**src/rtl/tsa_pkg.sv**
```systemverilog
package tsa_pkg;
  localparam int unsigned CSEL_W = 3;
  localparam int unsigned CNT_W  = 4;
  localparam int unsigned SSEL_W = 4;
  localparam int unsigned ENT_W  = CSEL_W + CNT_W + 1 + SSEL_W + 1;

  typedef struct packed {
    logic              last;
    logic [SSEL_W-1:0] ssel;
    logic              bytes;
    logic [CNT_W-1:0]  cnt;
    logic [CSEL_W-1:0] csel;
  } entry_t;
endpackage

```
**src/rtl/tsa_table.sv**
```systemverilog
module tsa_table
  import tsa_pkg::*;
#(
  parameter int unsigned DEPTH = 16,
  localparam int unsigned AW = $clog2(DEPTH)
) (
  input  logic             clk_i,
  input  logic             rst_ni,
  input  logic             we_i,
  input  logic [AW-1:0]    waddr_i,
  input  logic [ENT_W-1:0] wdata_i,
  input  logic [AW-1:0]    raddr_i,
  output entry_t           rdata_o
);
  entry_t mem_q [DEPTH];

  always_ff @(posedge clk_i or negedge rst_ni) begin
    if (!rst_ni) begin
      for (int i = 0; i < int'(DEPTH); i++) mem_q[i] <= '0;
    end else if (we_i) begin
      mem_q[waddr_i] <= entry_t'(wdata_i);
    end
  end

  assign rdata_o = mem_q[raddr_i];
endmodule

```
**src/rtl/tsa_seq.sv**
```systemverilog
module tsa_seq
  import tsa_pkg::*;
#(
  parameter int unsigned DEPTH = 16,
  localparam int unsigned AW = $clog2(DEPTH)
) (
  input  logic          clk_i,
  input  logic          rst_ni,
  input  logic          start_i,
  input  entry_t        ent_i,
  output logic [AW-1:0] idx_o,
  output logic          act_o
);
  localparam int unsigned LEN_W = CNT_W + 3;

  logic [LEN_W-1:0] pos_q, len_m1;
  logic             slot_end;

  // byte mode: (cnt+1)*8-1 = cnt*8+7
  assign len_m1   = ent_i.bytes ? {ent_i.cnt, 3'b111} : LEN_W'(ent_i.cnt);
  assign slot_end = act_o && (pos_q == len_m1);

  always_ff @(posedge clk_i or negedge rst_ni) begin
    if (!rst_ni) begin
      act_o <= 1'b0;
      idx_o <= '0;
      pos_q <= '0;
    end else if (start_i) begin
      act_o <= 1'b1;
      idx_o <= '0;
      pos_q <= '0;
    end else if (act_o) begin
      if (slot_end) begin
        pos_q <= '0;
        if (ent_i.last || idx_o == AW'(DEPTH - 1)) act_o <= 1'b0;
        else idx_o <= idx_o + 1'b1;
      end else begin
        pos_q <= pos_q + 1'b1;
      end
    end
  end

  a_r1_start_entry0: assert property (@(posedge clk_i) disable iff (!rst_ni)
    start_i |=> (act_o && idx_o == '0));
  a_r6_stay_idle: assert property (@(posedge clk_i) disable iff (!rst_ni)
    (!act_o && !start_i) |=> !act_o);
  a_r2_hold_entry: assert property (@(posedge clk_i) disable iff (!rst_ni)
    (act_o && !start_i && !slot_end) |=> (act_o && $stable(idx_o)));
endmodule

```
**src/rtl/tdm_slot_router.sv**
```systemverilog
module tdm_slot_router
  import tsa_pkg::*;
#(
  parameter int unsigned DEPTH    = 16,
  parameter int unsigned GNT_CHAN = 3,
  localparam int unsigned AW  = $clog2(DEPTH),
  localparam int unsigned NCH = (2 ** CSEL_W) - 1
) (
  input  logic              clk_i,
  input  logic              rst_ni,
  input  logic              rsync_i,
  input  logic              tsync_i,
  input  logic              sync_link_i,
  input  logic              grant_i,
  input  logic              rx_i,
  output logic              tx_o,
  output logic              tx_oe_o,
  output logic              rx_bit_o,
  output logic [NCH-1:0]    rx_vld_o,
  input  logic [NCH-1:0]    tx_bit_i,
  output logic [NCH-1:0]    tx_take_o,
  output logic [SSEL_W-1:0] rx_strb_o,
  output logic [SSEL_W-1:0] tx_strb_o,
  output logic [NCH-1:0]    gnt_o,
  input  logic              tbl_we_i,
  input  logic              tbl_tx_i,
  input  logic [AW-1:0]     tbl_addr_i,
  input  logic [ENT_W-1:0]  tbl_wdata_i
);
  logic rs_q, ts_q, gnt_q, ts_eff;
  logic [AW-1:0] rx_idx, tx_idx;
  logic rx_act, tx_act;
  entry_t rx_ent, tx_ent;
  logic [NCH-1:0] rx_hit;

  assign ts_eff = sync_link_i ? rsync_i : tsync_i;

  // sync and grant captured on the falling edge
  always_ff @(negedge clk_i or negedge rst_ni) begin
    if (!rst_ni) begin
      rs_q  <= 1'b0;
      ts_q  <= 1'b0;
      gnt_q <= 1'b0;
    end else begin
      rs_q <= rsync_i;
      ts_q <= ts_eff;
      if (ts_eff) gnt_q <= grant_i;
    end
  end

  tsa_table #(.DEPTH(DEPTH)) u_rx_tbl (
    .clk_i, .rst_ni,
    .we_i(tbl_we_i && !tbl_tx_i), .waddr_i(tbl_addr_i), .wdata_i(tbl_wdata_i),
    .raddr_i(rx_idx), .rdata_o(rx_ent)
  );
  tsa_table #(.DEPTH(DEPTH)) u_tx_tbl (
    .clk_i, .rst_ni,
    .we_i(tbl_we_i && tbl_tx_i), .waddr_i(tbl_addr_i), .wdata_i(tbl_wdata_i),
    .raddr_i(tx_idx), .rdata_o(tx_ent)
  );

  tsa_seq #(.DEPTH(DEPTH)) u_rx_seq (
    .clk_i, .rst_ni, .start_i(rs_q), .ent_i(rx_ent), .idx_o(rx_idx), .act_o(rx_act)
  );
  tsa_seq #(.DEPTH(DEPTH)) u_tx_seq (
    .clk_i, .rst_ni, .start_i(ts_q), .ent_i(tx_ent), .idx_o(tx_idx), .act_o(tx_act)
  );

  assign tx_oe_o = tx_act && (tx_ent.csel != '0);

  for (genvar c = 1; c <= int'(NCH); c++) begin : g_chan
    assign tx_take_o[c-1] = tx_oe_o && (tx_ent.csel == CSEL_W'(c));
    assign rx_hit[c-1]    = rx_act && (rx_ent.csel == CSEL_W'(c));
  end

  assign tx_o = |(tx_take_o & tx_bit_i);

  always_ff @(posedge clk_i or negedge rst_ni) begin
    if (!rst_ni) begin
      rx_vld_o <= '0;
      rx_bit_o <= 1'b0;
    end else begin
      rx_vld_o <= rx_hit;
      rx_bit_o <= (|rx_hit) ? rx_i : 1'b0;
    end
  end

  assign rx_strb_o = rx_act ? rx_ent.ssel : '0;
  assign tx_strb_o = tx_act ? tx_ent.ssel : '0;
  assign gnt_o     = NCH'(gnt_q) << (GNT_CHAN - 1);

  a_r3_rx_onehot: assert property (@(posedge clk_i) disable iff (!rst_ni)
    $onehot0(rx_vld_o));
  a_r4_take_when_enabled: assert property (@(posedge clk_i) disable iff (!rst_ni)
    tx_oe_o |-> ($countones(tx_take_o) == 1));
  a_r5_quiet_when_off: assert property (@(posedge clk_i) disable iff (!rst_ni)
    !tx_oe_o |-> (!tx_o && tx_take_o == '0));
  a_r6_idle_no_strobe: assert property (@(posedge clk_i) disable iff (!rst_ni)
    !tx_act |-> (tx_strb_o == '0 && !tx_oe_o));
endmodule

```
**config.mk**
```make
export PLATFORM = sky130hd
export DESIGN_NAME = tdm_slot_router
export DESIGN_NICKNAME = d
export VERILOG_FILES = /design/src/rtl/tsa_pkg.sv /design/src/rtl/tsa_table.sv /design/src/rtl/tsa_seq.sv /design/src/rtl/tdm_slot_router.sv
export SDC_FILE = /design/constraint.sdc
export NUM_CORES = 1
export LEC_CHECK = 0
export ABC_AREA = 0
export BUFFER_PORTS_ARGS = -buffer_cell sky130_fd_sc_hd__buf_2
export CAP_MARGIN = 20
export CORE_MARGIN = 10
export CORE_UTILIZATION = 35
export CTS_BUF_LIST = sky130_fd_sc_hd__clkbuf_8 sky130_fd_sc_hd__clkbuf_16
export DETAILED_ROUTE_END_ITERATION = 7
export GPL_ROUTABILITY_DRIVEN = 1
export PLACE_DENSITY_LB_ADDON = 0.2
export SYNTH_ARGS = -nofsm -noshare
export SYNTH_HDL_FRONTEND = slang
export SYNTH_SLANG_ARGS = --single-unit
```
**constraint.sdc**
```tcl
create_clock -name clk_i -period 5.3 [get_ports clk_i]
set_input_delay 1.59 -clock clk_i [delete_from_list [all_inputs] [get_ports clk_i]]
set_output_delay 1.59 -clock clk_i [all_outputs]
set_load 0.02 [all_outputs]
```
[Yosys cells after proc, flatten, opt, wreduce, memory -nomap -nowiden]
Index checks and enable logic that the tools add are counted.
Operators by class
  add/sub/neg operators: 4
  order comparisons: 4
  eq/ne operators: 20
  mux-type cells: 38
  bitwise gates (word level): 4
  reductions and logical operators: 32
Operators with widths (count)
  208-bit bitwise mux: 2
  13-bit binary-select mux with 4-bit select: 2
  13-bit two-way mux: 5
  7-bit two-way mux: 8
  13-bit demux with 4-bit select: 1
  4-bit two-way mux: 10
  3-bit equality test, second input constant: 8
  1-bit logical AND: 20
  5-bit greater-or-equal comparator, second input constant: 3
  4-bit inverter with 5-bit output: 3
  7-bit by 1-bit adder with 7-bit output, second input constant: 2
  7-bit equality test: 2
  7-bit OR reduction: 2
  3-bit by 2-bit equality test with 1-bit output, second input constant: 4
  1-bit two-way mux: 10
  4-bit by 1-bit adder with 4-bit output, second input constant: 2
  4-bit equality test, second input constant: 2
  2-bit nonzero test: 4
  7-bit bitwise AND: 1
  3-bit by 1-bit equality test with 1-bit output, second input constant: 2
  3-bit AND reduction: 2
  5-bit by 1-bit less-than comparator with 1-bit output, second input constant: 1
  2-bit inequality test, second input constant: 2
  3-bit nonzero test: 1
  2 further kinds: 3
Storage, ports and cells
  bits in registers: 451

[Longest topological paths before layout]
  word-level depth: 10
  gate-level depth with buffers: 13

[Hierarchy]
A second synthesis with hierarchy kept.
Unflattened totals
  cells, all modules: 1414
  area, all modules: 20988.9 um2
Modules (own cells, without submodules)
  tsa_table: instances 2, cells each 585, area each 9390.3 um2
  tsa_seq: instances 2, cells each 89, area each 785.8 um2
  tdm_slot_router: instances 1, cells each 66, area each 636.9 um2

==> results.md <==
* Status: complete, but fails checks
* Failing checks: setup timing
* Post-Syn Area at 0.02119 mm^2
* Share of cells above drive strength 1 at 45.52%
* LEAKAGE at 0.01039 uW
* Adder-Cell Fraction of Synth Area at 0.2362%
* Crit-path cells: buf_6
* Via count at 12550
* Clk_skew at 32.90 ps
* Fill count at 5626
* Netlist cell types at 64
* Ys async rst share at 100.0%
* Post-synth EDFFs at 0
* Commonest non-fill, non-tap cell in the layout: dfrtp_1
* Synth area leader: dfrtp_1
* Post-route ant nets at 0
* CP delay by family, top: flip-flops
* P_sw at 3017 uW
* Clock group share of total power at 32.6%
* Seq pwr share at 43.7%
* CTS H-tree depth at 2
* Core ar. at 0.06013 mm^2
* CTS tree: done
* RSZ-0062 raised after global routing: yes
* Drt initial violations at 874
* Pwr per Cell Area at 438.7 mW/mm^2
* Tightest Pin Transition at 1044 ps
* Floorplan die width at 266.1 um
* Vias in the first global route at 13194
* Switching share of power at 28.74%
* Startpoint Class: flop
* Crit-path slowest cell: dfrtn_1
* Syn Area/Cell at 14.43 um^2
* Worst skew pair latency at 610 ps
* Ys flop type: dfrtp_1
* Largest net degree at the start of global routing at 151
* Port-buffer cells at 58
* Pre-CTS WS at 135.5 ps
* Starting density of the core at 35.24%
* Die Y at 266.1 um
* Max-slew violation count at 0
* TritonRoute pass-1 iters at 6
* P_int at 7481 uW
* Post-Synth XOR/XNOR Area at 0.2066%
* Post-DR wirelength/cell at 23.35 um
* GPL Wtd Cong at 0.7573
* Worst VDD drop at 0.2487 mV
* Hpwl dp at 32740 um
* Design Power at 10500 uW
* Average vias per placed instance at 5.431
* Clock sinks at 451
* Gr ovfl total at 0
* Setup Viol. Count Final at 1
* CTS root buffer: clkbuf_16
* Synth Area in Simple Gates at 4.599%
* Combinational family with the most area after synthesis: multiplexers
* Sequential element share of the synthesized area at 53.26%
* Synth Area in Compound Gates at 3.997%
* Largest cells by area after synthesis: dfrtp_1 (53%), mux2_2 (22%), mux4_2 (9.5%), mux2i_1 (1.9%), clkbuf_1 (1.5%)
* Overall routing resource usage at 15.41%
* Crit Path Class: reg2out
* Nets at 1532
* Final WS setup at -52.45 ps
* Num CTS Buffers at 50
* Hold_buf cts at 0
* CTS clk-pin slew, worst paths at 40 ps
* Largest stage delay on the critical path at 420 ps
* Commonest non-fill, non-tap cells in the layout: dfrtp_1 (444), mux2_2 (423), mux4_2 (89)
* Data arrival, critical path at 3760 ps
* Mapped Cells at 1469
* Required time of the critical path at 3710 ps
* Worst setup EP type: output port
* Clock buffer depth at 3
* Multiplexer share of the synthesized area at 34.74%
* Final Hold Viols at 0
* # diodes at 0
* Crit-path max FO at 2
* #FFs+latches synth at 451
* Placed inst area at 0.02227 mm^2
* Area growth, synth to finish at 12.92%
* WL final at 53960 um
* Yosys synthesis warning count at 0
* Die area at 0.07079 mm^2
* Initial antenna violation count at 2
* # IOs at 65
* Comb power frac at 23.6%
* Max-slew headroom at 30.25%
* # rows at 90
* Drt drc at 0
* Global-route wire length before repair at 83690 um
* Max Cap Viol at 0
* Crit path buffers/inverters at 1
* Worst hold-check path type: reg2reg
* Design Area, Final at 0.02393 mm^2
* Yosys top cell area share at 52.90%
## layout make-up
| type | count | area, um^2 | share of cell area [%] |
|---|---|---|---|
| flip-flops and latches | 451 | 11300 | 47.21 |
| multi-input cells | 882 | 9333 | 39.00 |
| clock buffers | 63 | 1441 | 6.024 |
| well taps | 782 | 978.4 | 4.089 |
| repair buffers | 97 | 651.9 | 2.724 |
| clock inverters | 23 | 180.2 | 0.7529 |
| inverters | 13 | 48.80 | 0.2039 |
## power by group through the flow
| stage | Sequential [uW] | Combinational (uW) | Clock, uW |
|---|---|---|---|
| final | 4590 | 2480 | 3430 |
| after global routing | 4690 | 2720 | 3680 |
| after CTS | 4590 | 2520 | 3530 |
| after detailed placement | 4660 | 2510 | 0 |
| after global placement | 4620 | 2460 | 0 |
| after floorplan | 4410 | 2070 | 0 |
## path summary, 6_finish.rpt
check	from	end	slack, ps	cells past startpoint
setup / recovery	gnt_q	gnt_o[2]	-50	1
hold / removal	gnt_q	gnt_q	480	1
setup reg to reg	rs_q	u_rx_seq.pos_q[6]	860	4
hold reg to reg	gnt_q	gnt_q	480	1
max in group asynchronous	rst_ni	gnt_q	1560	1
min in group asynchronous	rst_ni	u_rx_tbl.mem_q[108]	890	1
## what timing repair did
item / CTS / global route
gates resized for setup: 2 / 0
endpoints found under the setup margin: 1 / 1
cloned: 0 / 0
setup buffers: 0 / 0
## through the flow
step | TNS (ps) | util [%] | instances | hold WS [ps]
floorplan | 0 | - | 1474 | 442.3
global placement | 0 | 37.00 | 2223 | 451.7
detailed placement | 0 | 37.04 | 2224 | 464.3
CTS | -90.86 | 39.75 | 2310 | 493.6
global route | -96.18 | 39.79 | 2311 | 507.3
finish | -52.45 | 39.79 | 2311 | 484.0
## per-layer routing
metal | track usage [%] | routed length [um] | share of wire, %
met1 | 20.54 | 24530 | 45
met3 | 2.833 | 1984 | 3.7
met2 | 25.69 | 26490 | 49
met4 | 3.428 | 956 | 1.8
met5 | 0 | 0 | 0
## cells in the mapped netlist (all sizes together) (4+ instances only)
| cell type | number |
|---|---|
| nor3b | 6 |
| nand4b | 4 |
| nand3 | 16 |
| a211oi | 4 |
| dfrtp | 448 |
| nor2 | 38 |
| nand2 | 42 |
| o21ai | 20 |
| mux2i | 41 |
| a221oi | 15 |
| buf | 42 |
| or4 | 4 |
| and3 | 5 |
| o211ai | 5 |
| a22oi | 15 |
| and2 | 14 |
| nor4 | 6 |
| or3 | 7 |
| nand2b | 11 |
| nand4 | 6 |
| mux4 | 96 |
| a21oi | 22 |
| nor2b | 13 |
| inv | 11 |
| mux2 | 423 |
| o31ai | 5 |
| clkbuf | 86 |
| nor3 | 11 |
| ha | 4 |
| a22o | 5 |
## registers in the layout, indices dropped and copies added, names as in the netlist
| signal | flops |
|---|---|
| gnt_q | 1 |
| rs_q | 1 |
| rx_bit_o | 1 |
| rx_vld_o | 7 |
| ts_q | 1 |
| u_rx_seq.act_o | 1 |
| u_rx_seq.idx_o | 4 |
| u_rx_seq.pos_q | 7 |
| u_rx_tbl.mem_q | 208 |
| u_tx_seq.act_o | 1 |
| u_tx_seq.idx_o | 4 |
| u_tx_seq.pos_q | 7 |
| u_tx_tbl.mem_q | 208 |
## cells by family (layout without fill, tap and decap cells)
family,Yosys count,count (layout)
buffers and inverters,141,196
DFF,451,451
adders and majority gates,4,4
and+or+nand+nor,188,188
other,1,6
muxes,560,560
xor gates and xnor gates,5,5
AOI/OAI and AO/OA,119,119
(Power assumes the default switching activity.)
